<file path="src/rtl/spi_sf_pkg.sv">
package spi_sf_pkg;
  localparam int unsigned REG_AW = 2;
  localparam logic [REG_AW-1:0] A_CTRL = 2'd0;
  localparam logic [REG_AW-1:0] A_STAT = 2'd1;
  localparam logic [REG_AW-1:0] A_DATA = 2'd2;
  localparam int unsigned HALF_W = 5;

  typedef enum logic [1:0] {
    DIV2  = 2'd0,
    DIV4  = 2'd1,
    DIV16 = 2'd2,
    DIV32 = 2'd3
  } div_e;

  typedef struct packed {
    div_e div;
    logic cpha;
    logic cpol;
    logic master;
    logic en;
  } ctrl_t;

  localparam int unsigned CTRL_W = $bits(ctrl_t);

  // SCK half period in system clock cycles
  function automatic logic [HALF_W-1:0] half_of(div_e d);
    case (d)
      DIV2:    return HALF_W'(1);
      DIV4:    return HALF_W'(2);
      DIV16:   return HALF_W'(8);
      default: return HALF_W'(16);
    endcase
  endfunction
endpackage

</file>
<file path="src/rtl/spi_sf_sync.sv">
module spi_sf_sync #(
  parameter int unsigned   W       = 1,
  parameter logic [W-1:0]  RST_VAL = '0
) (
  input  logic         clk_i,
  input  logic         rst_ni,
  input  logic [W-1:0] d_i,
  output logic [W-1:0] q_o
);
  logic [W-1:0] s1_q, s2_q;

  always_ff @(posedge clk_i or negedge rst_ni) begin
    if (!rst_ni) begin
      s1_q <= RST_VAL;
      s2_q <= RST_VAL;
    end else begin
      s1_q <= d_i;
      s2_q <= s1_q;
    end
  end

  assign q_o = s2_q;
endmodule

</file>
<file path="src/rtl/spi_sf_baud.sv">
module spi_sf_baud
  import spi_sf_pkg::*;
(
  input  logic              clk_i,
  input  logic              rst_ni,
  input  logic              clr_i,
  input  logic              run_i,
  input  logic [HALF_W-1:0] half_i,
  output logic              tick_o
);
  logic [HALF_W-1:0] cnt_q;
  logic              last;

  assign last   = (cnt_q == half_i - HALF_W'(1));
  assign tick_o = run_i & last;

  // counter holds when run_i is low: a stopped frame keeps its phase
  always_ff @(posedge clk_i or negedge rst_ni) begin
    if (!rst_ni)     cnt_q <= '0;
    else if (clr_i)  cnt_q <= '0;
    else if (run_i)  cnt_q <= last ? '0 : cnt_q + HALF_W'(1);
  end
endmodule

</file>
<file path="src/rtl/spi_sf_shifter.sv">
module spi_sf_shifter #(
  parameter int unsigned W = 8
) (
  input  logic         clk_i,
  input  logic         rst_ni,
  input  logic         wr_i,
  input  logic [W-1:0] wdata_i,
  input  logic         preload_i,
  input  logic         clr_i,
  input  logic         adv_i,
  input  logic         smp_i,
  input  logic         din_i,
  output logic         dout_o,
  output logic         done_o,
  output logic [W-1:0] rx_o
);
  localparam int unsigned CW = $clog2(W);

  logic [W-1:0]  tx_q, rx_q;
  logic [CW-1:0] cnt_q;
  logic          out_q, done_q;

  always_ff @(posedge clk_i or negedge rst_ni) begin
    if (!rst_ni) begin
      tx_q   <= '0;
      rx_q   <= '0;
      cnt_q  <= '0;
      out_q  <= 1'b0;
      done_q <= 1'b0;
    end else begin
      done_q <= 1'b0;
      if (wr_i) begin
        // phase 0 puts the first bit on the line before the first edge
        if (preload_i) begin
          out_q <= wdata_i[W-1];
          tx_q  <= {wdata_i[W-2:0], 1'b0};
        end else begin
          tx_q  <= wdata_i;
        end
      end else if (adv_i) begin
        out_q <= tx_q[W-1];
        tx_q  <= {tx_q[W-2:0], 1'b0};
      end
      if (clr_i) begin
        cnt_q <= '0;
      end else if (smp_i) begin
        rx_q  <= {rx_q[W-2:0], din_i};
        cnt_q <= cnt_q + CW'(1);
        if (cnt_q == CW'(W-1)) done_q <= 1'b1;
      end
    end
  end

  assign dout_o = out_q;
  assign done_o = done_q;
  assign rx_o   = rx_q;
endmodule

</file>
<file path="src/rtl/spi_stopfreeze.sv">
module spi_stopfreeze
  import spi_sf_pkg::*;
#(
  parameter int unsigned DATA_W = 8
) (
  input  logic              clk_i,
  input  logic              rst_ni,
  input  logic              reg_we_i,
  input  logic [REG_AW-1:0] reg_addr_i,
  input  logic [DATA_W-1:0] reg_wdata_i,
  output logic [DATA_W-1:0] reg_rdata_o,
  input  logic              stop_i,
  input  logic              irq_wake_i,
  input  logic              sck_i,
  output logic              sck_o,
  input  logic              mosi_i,
  output logic              mosi_o,
  input  logic              miso_i,
  output logic              miso_o,
  input  logic              ss_ni,
  output logic              ss_no
);
  localparam int unsigned EDGES  = 2 * DATA_W;
  localparam int unsigned EDGE_W = $clog2(EDGES);

  ctrl_t              ctrl_q;
  logic               stop_q, pend_q, flag_q;
  logic               mbusy_q, sck_q, sck_d_q;
  logic [EDGE_W-1:0]  edge_q;
  logic [DATA_W-1:0]  data_q;

  logic wr_ctrl, wr_stat, wr_data;
  assign wr_ctrl = reg_we_i & (reg_addr_i == A_CTRL);
  assign wr_stat = reg_we_i & (reg_addr_i == A_STAT);
  assign wr_data = reg_we_i & (reg_addr_i == A_DATA);

  // slave inputs
  logic ss_s, sck_s, mosi_s;
  spi_sf_sync #(.W(3), .RST_VAL(3'b100)) u_sync (
    .clk_i  (clk_i),
    .rst_ni (rst_ni),
    .d_i    ({ss_ni, sck_i, mosi_i}),
    .q_o    ({ss_s, sck_s, mosi_s})
  );

  logic sel, s_rise, s_fall, s_lead, s_trail;
  assign sel     = ctrl_q.en & ~ctrl_q.master & ~ss_s;
  assign s_rise  = sck_s & ~sck_d_q;
  assign s_fall  = ~sck_s & sck_d_q;
  assign s_lead  = sel & (ctrl_q.cpol ? s_fall : s_rise);
  assign s_trail = sel & (ctrl_q.cpol ? s_rise : s_fall);

  // master edge generation
  logic m_start, tick, m_lead, m_trail;
  assign m_start = wr_data & ctrl_q.en & ctrl_q.master & ~mbusy_q & ~stop_q;

  spi_sf_baud u_baud (
    .clk_i  (clk_i),
    .rst_ni (rst_ni),
    .clr_i  (m_start),
    .run_i  (mbusy_q & ~stop_q),
    .half_i (half_of(ctrl_q.div)),
    .tick_o (tick)
  );

  assign m_lead  = tick & ~edge_q[0];
  assign m_trail = tick &  edge_q[0];

  logic lead, trail, smp, adv, dout, done;
  logic [DATA_W-1:0] rx;
  assign lead  = ctrl_q.master ? m_lead  : s_lead;
  assign trail = ctrl_q.master ? m_trail : s_trail;
  assign smp   = ctrl_q.cpha ? trail : lead;
  assign adv   = ctrl_q.cpha ? lead  : trail;

  spi_sf_shifter #(.W(DATA_W)) u_shift (
    .clk_i     (clk_i),
    .rst_ni    (rst_ni),
    .wr_i      (wr_data & ~mbusy_q),
    .wdata_i   (reg_wdata_i),
    .preload_i (~ctrl_q.cpha),
    .clr_i     (m_start | (~ctrl_q.master & ~sel)),
    .adv_i     (adv),
    .smp_i     (smp),
    .din_i     (ctrl_q.master ? miso_i : mosi_s),
    .dout_o    (dout),
    .done_o    (done),
    .rx_o      (rx)
  );

  always_ff @(posedge clk_i or negedge rst_ni) begin
    if (!rst_ni) begin
      mbusy_q <= 1'b0;
      edge_q  <= '0;
      sck_q   <= 1'b0;
    end else if (m_start) begin
      mbusy_q <= 1'b1;
      edge_q  <= '0;
      sck_q   <= ctrl_q.cpol;
    end else if (tick) begin
      sck_q  <= ~sck_q;
      edge_q <= edge_q + EDGE_W'(1);
      if (edge_q == EDGE_W'(EDGES-1)) mbusy_q <= 1'b0;
    end else if (!mbusy_q) begin
      sck_q <= ctrl_q.cpol;
    end
  end

  always_ff @(posedge clk_i or negedge rst_ni) begin
    if (!rst_ni) begin
      ctrl_q  <= '0;
      stop_q  <= 1'b0;
      pend_q  <= 1'b0;
      flag_q  <= 1'b0;
      data_q  <= '0;
      sck_d_q <= 1'b0;
    end else begin
      sck_d_q <= sck_s;
      stop_q  <= irq_wake_i ? 1'b0 : (stop_i ? 1'b1 : stop_q);
      // completion seen while stopped waits here until wake
      pend_q  <= stop_q ? (pend_q | done) : 1'b0;
      if ((done | pend_q) & ~stop_q)                flag_q <= 1'b1;
      else if (wr_stat & reg_wdata_i[DATA_W-1])     flag_q <= 1'b0;
      if (done)    data_q <= rx;
      if (wr_ctrl) ctrl_q <= ctrl_t'(reg_wdata_i[CTRL_W-1:0]);
    end
  end

  always_comb begin
    case (reg_addr_i)
      A_CTRL:  reg_rdata_o = DATA_W'(ctrl_q);
      A_STAT:  reg_rdata_o = {flag_q, mbusy_q | sel, (DATA_W-2)'(0)};
      A_DATA:  reg_rdata_o = data_q;
      default: reg_rdata_o = '0;
    endcase
  end

  assign sck_o  = sck_q;
  assign ss_no  = ~mbusy_q;
  assign mosi_o = ctrl_q.master & dout;
  assign miso_o = sel & dout;
endmodule

</file>
<file path="config.mk">
export PLATFORM = sky130hd
export DESIGN_NAME = spi_stopfreeze
export DESIGN_NICKNAME = d
export VERILOG_FILES = /design/src/rtl/spi_sf_pkg.sv /design/src/rtl/spi_sf_sync.sv /design/src/rtl/spi_sf_baud.sv /design/src/rtl/spi_sf_shifter.sv /design/src/rtl/spi_stopfreeze.sv
export SDC_FILE = /design/constraint.sdc
export NUM_CORES = 1
export LEC_CHECK = 0
export BUFFER_PORTS_ARGS = -buffer_cell sky130_fd_sc_hd__buf_2
export CAP_MARGIN = 15
export CORE_MARGIN = 2
export CORE_UTILIZATION = 40
export CTS_CLUSTER_SIZE = 16
export DETAILED_ROUTE_END_ITERATION = 16
export GPL_ROUTABILITY_DRIVEN = 0
export PLACE_DENSITY = 0.57
export SYNTH_ARGS = -nofsm -noshare
export SYNTH_HDL_FRONTEND = slang
export SYNTH_SLANG_ARGS = --single-unit
</file>
<file path="constraint.sdc">
create_clock -name clk_i -period 3.5 [get_ports clk_i]
set_clock_uncertainty 0.2 [all_clocks]
set_input_delay 0.7 -clock clk_i [delete_from_list [all_inputs] [get_ports clk_i]]
set_output_delay 0.7 -clock clk_i [all_outputs]
set_load 0.02 [all_outputs]
</file>
==> out/results.txt, run 1 <==
clk_lat worst skew = 0.31 ns
area of the die = 0.00769 mm2
clock slew at reported path FFs = 0.10 ns
Die W = 87.7 um
WHS Endpoint = u_sync.q_o[0]$_DFF_PN0_
Post-Route Hold Slack = 0.161 ns
most common cell after layout, fill and taps aside = dfrtp_1
CTS Hold Buffers Added = 0
crit-path max FO = 10
FF+latch area = 0.00140 mm2
Routed Antenna Nets = 0
Seq cells post-synth = 56
fin cells = 369
period utilization = 75.5%
FILL cells = 627
H-tree levels = 2
Reg2Reg Depth = 5
Startpoint Class = register
GRT Util Overall = 16.1%
Overflow after GRT = 0
YS warnings = 0
r2r startpoint = ctrl_q[2]$_DFFE_PN0P_
vias per inst = 5.15
Final TNS setup = 0 ns
Starting Density = 41.2%
final routed DRC violation total = 0
Post-Syn Instances = 243
Reg2Reg Capture Point = u_shift.rx_o[7]$_DFFE_PN0P_
Slew Limit Headroom = 47.0%
mapped cell area = 0.00280 mm2
cts repair resizes = 0
CTS buffer count = 5
initial antenna violation count = 0
Worst Path Buf+Inv = 1
total clock sinks = 56
outcome = finished, final reports clean
Fin. Hold Viols = 0
Worst EP required = 2.60 ns
crit path capture type = primary output
CP top delay family = flip-flops
via count = 1901
DPL Wire Length = 4010 um
placed inst area = 0.00305 mm2
sequential area share after synthesis = 50.1%
Slew @ Worst Pin = 0.796 ns
core area = 0.00679 mm2
first-iteration detailed-routing DRC count = 97
clk root buf = clkbuf_8
DRT Wirelength = 5570 um
fin nets = 295
most frequent CP cell = o21ai_0
worst vdd ir = 0.252 mV
height of the die = 87.7 um
area delta synth->final = 13.2%
Worst R2R Setup Slack = 1.00 ns
TritonCTS clock tree = built
crit path time final = 2.64 ns
unrepaired setup endpoints after global routing = false
Slowest-stage cell, CP = dfrtp_1
Max Root-Sink Buffers = 2
hold path depth = 0
largest net degree at the start of global routing = 33
max incr delay on CP = 0.52 ns
post-layout util = 46.6%
PortBufs = 30
Worst Path Arrival = 1.74 ns
synth unique cells = 47
cell leakage power = 0.00144 uW
Placed Cells = 361
Multi-input gate area = 0.00134 mm2
number of flops mapped to enable cells by yosys = 0
ANT cells = 0
wire length per cell = 15.1 um
max-slew violations = 0
CP startpoint = ctrl_q[1]$_DFFE_PN0P_
Pwr Density = 631 mW/mm2
Main synth FF type = dfrtp_1
cell breakdown of the critical path = nor3b_1, o21ai_0, o21ai_0, buf_2
Hold Crit Class = reg -> reg
CP Class = reg -> out
# rows = 30
vias in the first global route = 1891
first-pass GRT wire length = 9600 um
syn_area_per_cell = 11.5 um2
worst hold path startpoint = u_sync.s1_q[0]$_DFF_PN0_
f_max = 378 MHz
drt first pass iters = 4
share of cells above drive strength 1 = 27.8%
Ports = 31
Async SR Flop Fraction = 100%
Net Count, Synth = 266
fin area = 0.00317 mm2
Post-CTS Setup Repair Bufs = 0
max_cap viols = 0
most frequent cells in the layout = 54 x dfrtp_1, 30 x buf_2, 29 x mux2i_1
final setup fails = 0
==> how the worst max path moves through the flow <==
stage | endpoint | slack, ns | depth (start not counted)
CTS | reg_rdata_o[6] | 0.87 | 4
global route | reg_rdata_o[6] | 0.72 | 4
floorplan | reg_rdata_o[6] | 1.04 | 3
finish | reg_rdata_o[6] | 0.86 | 4
global placement | u_shift.rx_o[7]$_DFFE_PN0P_ | 1.03 | 5
detailed placement | u_shift.rx_o[7]$_DFFE_PN0P_ | 1.0 | 5
==> power by group <==
part           leakage (uW)  switching, uW  total [uW]  internal (uW)
clock network     0.0000548            216         432            216
registers          0.000697            172         978            806
logic              0.000687            304         591            287
total               0.00144            692        2000           1310
==> area by class of cell <==
| cell class | instances | area share (%) |
|---|---|---|
| Tap cell | 96 | 3.79 |
| Multi-Input combinational cell | 171 | 42.4 |
| Clock buffer | 5 | 2.17 |
| Timing Repair Buffer | 32 | 5.21 |
| Sequential cell | 56 | 44.3 |
| Inverter | 6 | 0.711 |
| Clock inverter | 3 | 1.46 |
==> metrics by stage <==
stage / total power (uW) / setup WS (ns)
after global routing: 2150 / 0.721
final: 2000 / 0.857
after floorplan: 1400 / 1.04
after global placement: 1570 / 1.03
after detailed placement: 1580 / 0.996
after CTS: 2020 / 0.871
==> kinds of logic after synthesis <==
logic type	share of synthesized area [%]
and+or+nand+nor	13.5
DFF	50.1
muxes	22.0
AOI/OAI and AO/OA	9.47
buffers and inverters	2.46
adders and majority gates	1.79
xor gates and xnor gates	0.626
==> state kept, by name, indices dropped and copies added (netlist names) <==
register / count
u_sync.s1_q: 3
mbusy_q: 1
edge_q: 4
pend_q: 1
u_shift.done_o: 1
u_sync.q_o: 3
ctrl_q: 6
u_shift.dout_o: 1
u_baud.cnt_q: 5
sck_d_q: 1
u_shift.tx_q: 8
flag_q: 1
u_shift.rx_o: 8
u_shift.cnt_q: 3
data_q: 8
sck_o: 1
stop_q: 1
==> cell usage after synthesis, drive strengths merged, types with 2 or more instances <==
| cell type | instances | area share (%) |
|---|---|---|
| a31oi | 3 | 0.67 |
| inv | 6 | 0.80 |
| mux2i | 31 | 12 |
| a41oi | 3 | 1.5 |
| nand2b | 5 | 1.1 |
| nor2b | 5 | 1.1 |
| or3b | 3 | 0.94 |
| ha | 4 | 1.8 |
| nand3 | 4 | 0.71 |
| dfstp | 2 | 1.9 |
| a32o | 2 | 0.76 |
| nor3b | 2 | 0.71 |
| and2 | 3 | 0.67 |
| buf | 3 | 0.71 |
| clkbuf | 7 | 0.94 |
| a21oi | 7 | 1.3 |
| nand3b | 2 | 0.54 |
| o21ai | 22 | 3.9 |
| dfrtp | 54 | 48 |
| nor2 | 17 | 2.3 |
| nand2 | 20 | 2.7 |
| mux2 | 23 | 10 |
==> metal layers <==
layer,vias to the layer above,GRT usage [%],wire (um),part of all wire (%)
met5,-,0,0,0
li1,921,-,-,-
met1,932,23.7,2780,50
met4,0,4.34,74,1.3
met3,7,2.83,194,3.5
met2,41,24.7,2520,45
Power figures use the tool's default switching activity.
==> run 2: changes to the inputs <==
Settings changed: PLACE_DENSITY 0.57 to 0.59.
Clock period 3.5 ns to 2.4 ns, I/O delays scaled along.
==> run 2 against run 1 <==
Against the previous run:
- sequential share of layout area is 1.3 points lower
- routed wire length is 1.1% higher
- register-to-register slack worse by 0.82 ns
- combinational power is 59% higher
- cell count is 3.0% higher
- critical endpoint is now u_shift.rx_o[0]$_DFFE_PN0P_
- highest routed layer unchanged
==> out/results.txt, run 2 (synthesis results as in run 1) <==
outcome = finished, final reports clean
Post-Route Hold Slack = 0.0517 ns
Flop pwr share = 48.3%
period utilization = 92.6%
PortBufs = 30
cell leakage power = 0.00149 uW
CP startpoint = u_baud.cnt_q[2]$_DFFE_PN0P_
core area = 0.00679 mm2
Ports = 31
Die W = 87.7 um
vias per inst = 5.03
most frequent cells in the layout = 54 x dfrtp_1, 30 x buf_2, 29 x mux2i_1
Max Root-Sink Buffers = 2
wire length per cell = 14.8 um
met3 Track Usage GR = 3.30%
vias in the first global route = 1908
initial antenna violation count = 0
placed inst area = 0.00315 mm2
max incr delay on CP = 0.46 ns
post-layout util = 48.1%
final routed DRC violation total = 0
Comb pwr share = 32.9%
share of cells above drive strength 1 = 30.6%
most common cell after layout, fill and taps aside = dfrtp_1
NetSw = 1020 uW
crit path capture type = register
Overflow after GRT = 0
cell breakdown of the critical path = and3_4, a32o_2, a41oi_2, mux2i_4, buf_12, mux2_1
drt first pass iters = 4
CP Class = reg -> reg
Placed Cells = 371
ANT cells = 0
max-slew violations = 0
Post-CTS Setup Repair Bufs = 0
largest net degree at the start of global routing = 27
hold path depth = 1
Clk pwr share = 18.8%
clock slew at reported path FFs = 0.11 ns
CTS buffer count = 5
via count = 1913
fin cells = 380
H-tree levels = 2
M1 GR Usage = 22.4%
Startpoint Class = register
Starting Density = 41.2%
total clock sinks = 56
Setup crit end = u_shift.rx_o[0]$_DFFE_PN0P_
Reg2Reg Capture Point = u_shift.rx_o[0]$_DFFE_PN0P_
Pwr Density = 878 mW/mm2
TritonCTS clock tree = built
M2 GR Usage = 25.4%
crit path time final = 2.22 ns
r2r startpoint = u_baud.cnt_q[2]$_DFFE_PN0P_
Hold Crit Class = in -> reg
Worst EP required = 2.40 ns
f_max = 450 MHz
Slowest-stage cell, CP = dfrtp_1
fin area = 0.00327 mm2
Final TNS setup = 0 ns
DRT Wirelength = 5630 um
FILL cells = 621
GRT busiest layer = met2
sw frac = 35.5%
clk root buf = clkbuf_8
crit-path max FO = 12
fin nets = 306
unrepaired setup endpoints after global routing = false
first-iteration detailed-routing DRC count = 47
Reg2Reg Depth = 6
final setup fails = 0
max_cap viols = 0
clk_lat worst skew = 0.31 ns
Slew @ Worst Pin = 0.530 ns
Slew Limit Headroom = 64.6%
height of the die = 87.7 um
area delta synth->final = 16.6%
# rows = 30
Worst Path Arrival = 2.23 ns
Routed Antenna Nets = 0
first-pass GRT wire length = 9520 um
Fin. Hold Viols = 0
worst vdd ir = 0.294 mV
DPL Wire Length = 4160 um
GRT Util Overall = 16.2%
area of the die = 0.00769 mm2
internal cell power = 1850 uW
Worst R2R Setup Slack = 0.18 ns
## run 2: area by class of cell
| class | instances | area, um2 | share of cell area [%] |
|---|---|---|---|
| Clock inverter | 3 | 27.5 | 0.843 |
| Multi-Input combinational cell | 171 | 1350 | 41.3 |
| Timing Repair Buffer | 43 | 275 | 8.43 |
| Clock buffer | 5 | 68.8 | 2.11 |
| Sequential cell | 56 | 1400 | 43.0 |
| Inverter | 6 | 22.5 | 0.690 |
| Tap cell | 96 | 120 | 3.68 |
## run 2: how the worst min path moves through the flow
| stage | startpoint | to | slack (ns) |
|---|---|---|---|
| 2_1_floorplan | rst_ni | ctrl_q[0]$_DFFE_PN0P_ | -0.02 |
| 3_3_place_gp | u_sync.s1_q[1]$_DFF_PN0_ | u_sync.q_o[1]$_DFF_PN0_ | 0.14 |
| 3_5_place_dp | u_sync.s1_q[0]$_DFF_PN0_ | u_sync.q_o[0]$_DFF_PN0_ | 0.13 |
| 4_1_cts | ss_ni | u_sync.s1_q[2]$_DFF_PN1_ | 0.04 |
| 5_1_grt | ss_ni | u_sync.s1_q[2]$_DFF_PN1_ | 0.03 |
| 6_report | ss_ni | u_sync.s1_q[2]$_DFF_PN1_ | 0.05 |
## run 2: worst max-delay path, delay by kind of cell (launching register included)
| family | cells | cell delay (ns) |
|---|---|---|
| simple gates | 1 | 0.21 |
| buf+inv | 1 | 0.17 |
| flops | 1 | 0.46 |
| compound gates | 2 | 0.63 |
| mux | 2 | 0.44 |
## run 2: power by group through the flow
stage                     clock, uW  sequential, uW  combinational [uW]
after floorplan                   0            1350                 698
after global placement            0            1400                 929
after detailed placement          0            1400                 948
after CTS                       566            1390                 954
after global routing            604            1430                1070
final                           540            1390                 942
## run 2: timing repair
item                                    CTS  global route
hold buffers                              1             0
resized for setup                         0             1
endpoints found under the setup margin    0             1
endpoints found under the hold margin    18             0
## run 2: routing by layer
metal  wire length (um)  part of all wire (%)  vias up
met3                174                   3.1        7
met4                104                   1.8        0
met2               2630                    47       25
met5                  0                     0        -
li1                   -                     -      950
met1               2720                    48      931
## run 2: through the flow
step                total power, uW  worst slack, ns
finish                         2870            0.178
global route                   3100           0.0811
CTS                            2910           0.0246
detailed placement             2350            0.193
global placement               2330            0.217
floorplan                      2050            0.244
==> run 3: changes to the inputs <==
Settings changed: CORE_MARGIN 2 to unset.
==> run 3 against run 2 <==
Against the previous run:
- maximum frequency down 0.42%
- via count up 1.5%
- routed wire length down 0.50%
- sequential power about the same
==> out/results.txt, run 3 (synthesis results as in run 1) <==
NetSw = 1010 uW
Flop pwr share = 48.3%
PortBufs = 30
sw frac = 35.4%
Worst EP required = 1.72 ns
CP Class = reg -> out
DPL Wire Length = 4190 um
vias per inst = 5.10
GRT Util Overall = 17.0%
CP top delay family = flip-flops
area of the die = 0.00734 mm2
drt first pass iters = 6
cell leakage power = 0.00149 uW
initial antenna violation count = 0
WHS Endpoint = u_sync.s1_q[2]$_DFF_PN1_
internal cell power = 1850 uW
wire length per cell = 14.7 um
Die W = 85.7 um
Hold Crit Class = in -> reg
core area = 0.00679 mm2
outcome = finished, final reports clean
crit path time final = 2.23 ns
met3 Track Usage GR = 3.08%
Final Worst Setup Slack = 0.168 ns
worst vdd ir = 0.396 mV
height of the die = 85.7 um
r2r startpoint = ctrl_q[2]$_DFFE_PN0P_
first-iteration detailed-routing DRC count = 104
hold path depth = 1
clock slew at reported path FFs = 0.10 ns
M1 GR Usage = 23.2%
Clk pwr share = 18.4%
Comb pwr share = 33.3%
# rows = 30
GRT busiest layer = met2
Starting Density = 41.2%
crit path capture type = primary output
FILL cells = 634
CTS buffer count = 5
Startpoint Class = register
most frequent CP cell = o21ai_0
clk_lat worst skew = 0.31 ns
Worst Path Arrival = 1.55 ns
largest net degree at the start of global routing = 27
Slew Limit Headroom = 65.9%
via count = 1942
TritonCTS clock tree = built
Place WS = 0.198 ns
clk root buf = clkbuf_8
area delta synth->final = 16.7%
Max Root-Sink Buffers = 2
max incr delay on CP = 0.39 ns
vias in the first global route = 1973
Overflow after GRT = 0
Reg2Reg Depth = 6
unrepaired setup endpoints after global routing = false
period utilization = 93.0%
Routed Antenna Nets = 0
final setup fails = 0
total clock sinks = 56
Worst R2R Setup Slack = 0.19 ns
Ports = 31
Worst Path Buf+Inv = 2
Slowest-stage cell, CP = dfrtp_1
worst hold path startpoint = ss_ni
cell breakdown of the critical path = buf_4, nor3b_2, o21ai_0, o21ai_0, buf_2
M2 GR Usage = 27.9%
final routed DRC violation total = 0
H-tree levels = 2
Final TNS setup = 0 ns
Slew @ Worst Pin = 0.511 ns
Fin. Hold Viols = 0
most common cell after layout, fill and taps aside = dfrtp_1
crit-path max FO = 9
max-slew violations = 0
Reg2Reg Capture Point = u_shift.rx_o[7]$_DFFE_PN0P_
first-pass GRT wire length = 9600 um
Pwr Density = 875 mW/mm2
DRT Wirelength = 5600 um
max_cap viols = 0
share of cells above drive strength 1 = 30.9%
ANT cells = 0
fin nets = 307
f_max = 448 MHz
CP startpoint = ctrl_q[1]$_DFFE_PN0P_
CP Depth = 5
most frequent cells in the layout = 54 x dfrtp_1, 30 x buf_2, 29 x mux2i_1
[run 3: changes by cell type in the layout (fill, tap and decap cells not counted), sizes merged]
| cell | change |
|---|---|
| buf | +1 |
[run 3: worst reg2reg max path, stage by stage (launching register included)]
cell and delay (ns):
dfrtp_1 0.41, or3b_2 0.46, a21oi_1 0.22, a41oi_2 0.10, mux2i_4 0.21, buf_12 0.17
mux2_2 0.33
[run 3: layer usage]
layer | vias up | part of all wire (%)
met1 | 956 | 49
met3 | 6 | 2.6
met2 | 32 | 48
met4 | 0 | 0.98
li1 | 948 | -
met5 | - | 0
[run 3: worst max path at each step]
| stage | end | slack, ns |
|---|---|---|
| floorplan | u_shift.rx_o[1]$_DFFE_PN0P_ | 0.24 |
| detailed placement | u_shift.rx_o[7]$_DFFE_PN0P_ | 0.20 |
| finish | reg_rdata_o[6] | 0.17 |
| global route | reg_rdata_o[6] | 0.07 |
| CTS | reg_rdata_o[6] | 0.01 |
| global placement | u_shift.rx_o[7]$_DFFE_PN0P_ | 0.23 |
[run 3: area by class of cell]
cell class / count / area [um2] / share of cell area (%)
well taps: 96 / 120 / 3.68
multi-input cells: 171 / 1350 / 41.2
flip-flops and latches: 56 / 1400 / 43.0
repair buffers: 44 / 283 / 8.66
clock buffers: 5 / 68.8 / 2.11
clock inverters: 3 / 21.3 / 0.651
inverters: 6 / 22.5 / 0.689
[run 3: per-stage QoR]
step	instances	utilization [%]	area, um2	power (uW)	hold slack [ns]
2_1_floorplan	243	-	2800	2050	-0.0156
3_3_place_gp	372	46.5	3160	2330	0.136
3_5_place_dp	372	46.5	3160	2350	0.140
4_1_cts	381	48.0	3260	2880	0.0493
5_1_grt	381	48.1	3270	3080	0.0331
6_report	381	48.1	3270	2860	0.0584
[run 3: power by group through the flow]
stage	logic (uW)	registers [uW]	clock network (uW)
global route	1080	1410	591
detailed placement	955	1400	0
floorplan	698	1350	0
CTS	958	1380	542
finish	951	1380	527
global placement	936	1390	0
[run 3: repair_timing]
action                                  in CTS  in global routing
hold buffers                                 1                  0
endpoints found under the setup margin       0                  1
hold endpoints to repair                    16                  0
setup buffers                                0                  0
gates resized for setup                      0                  1
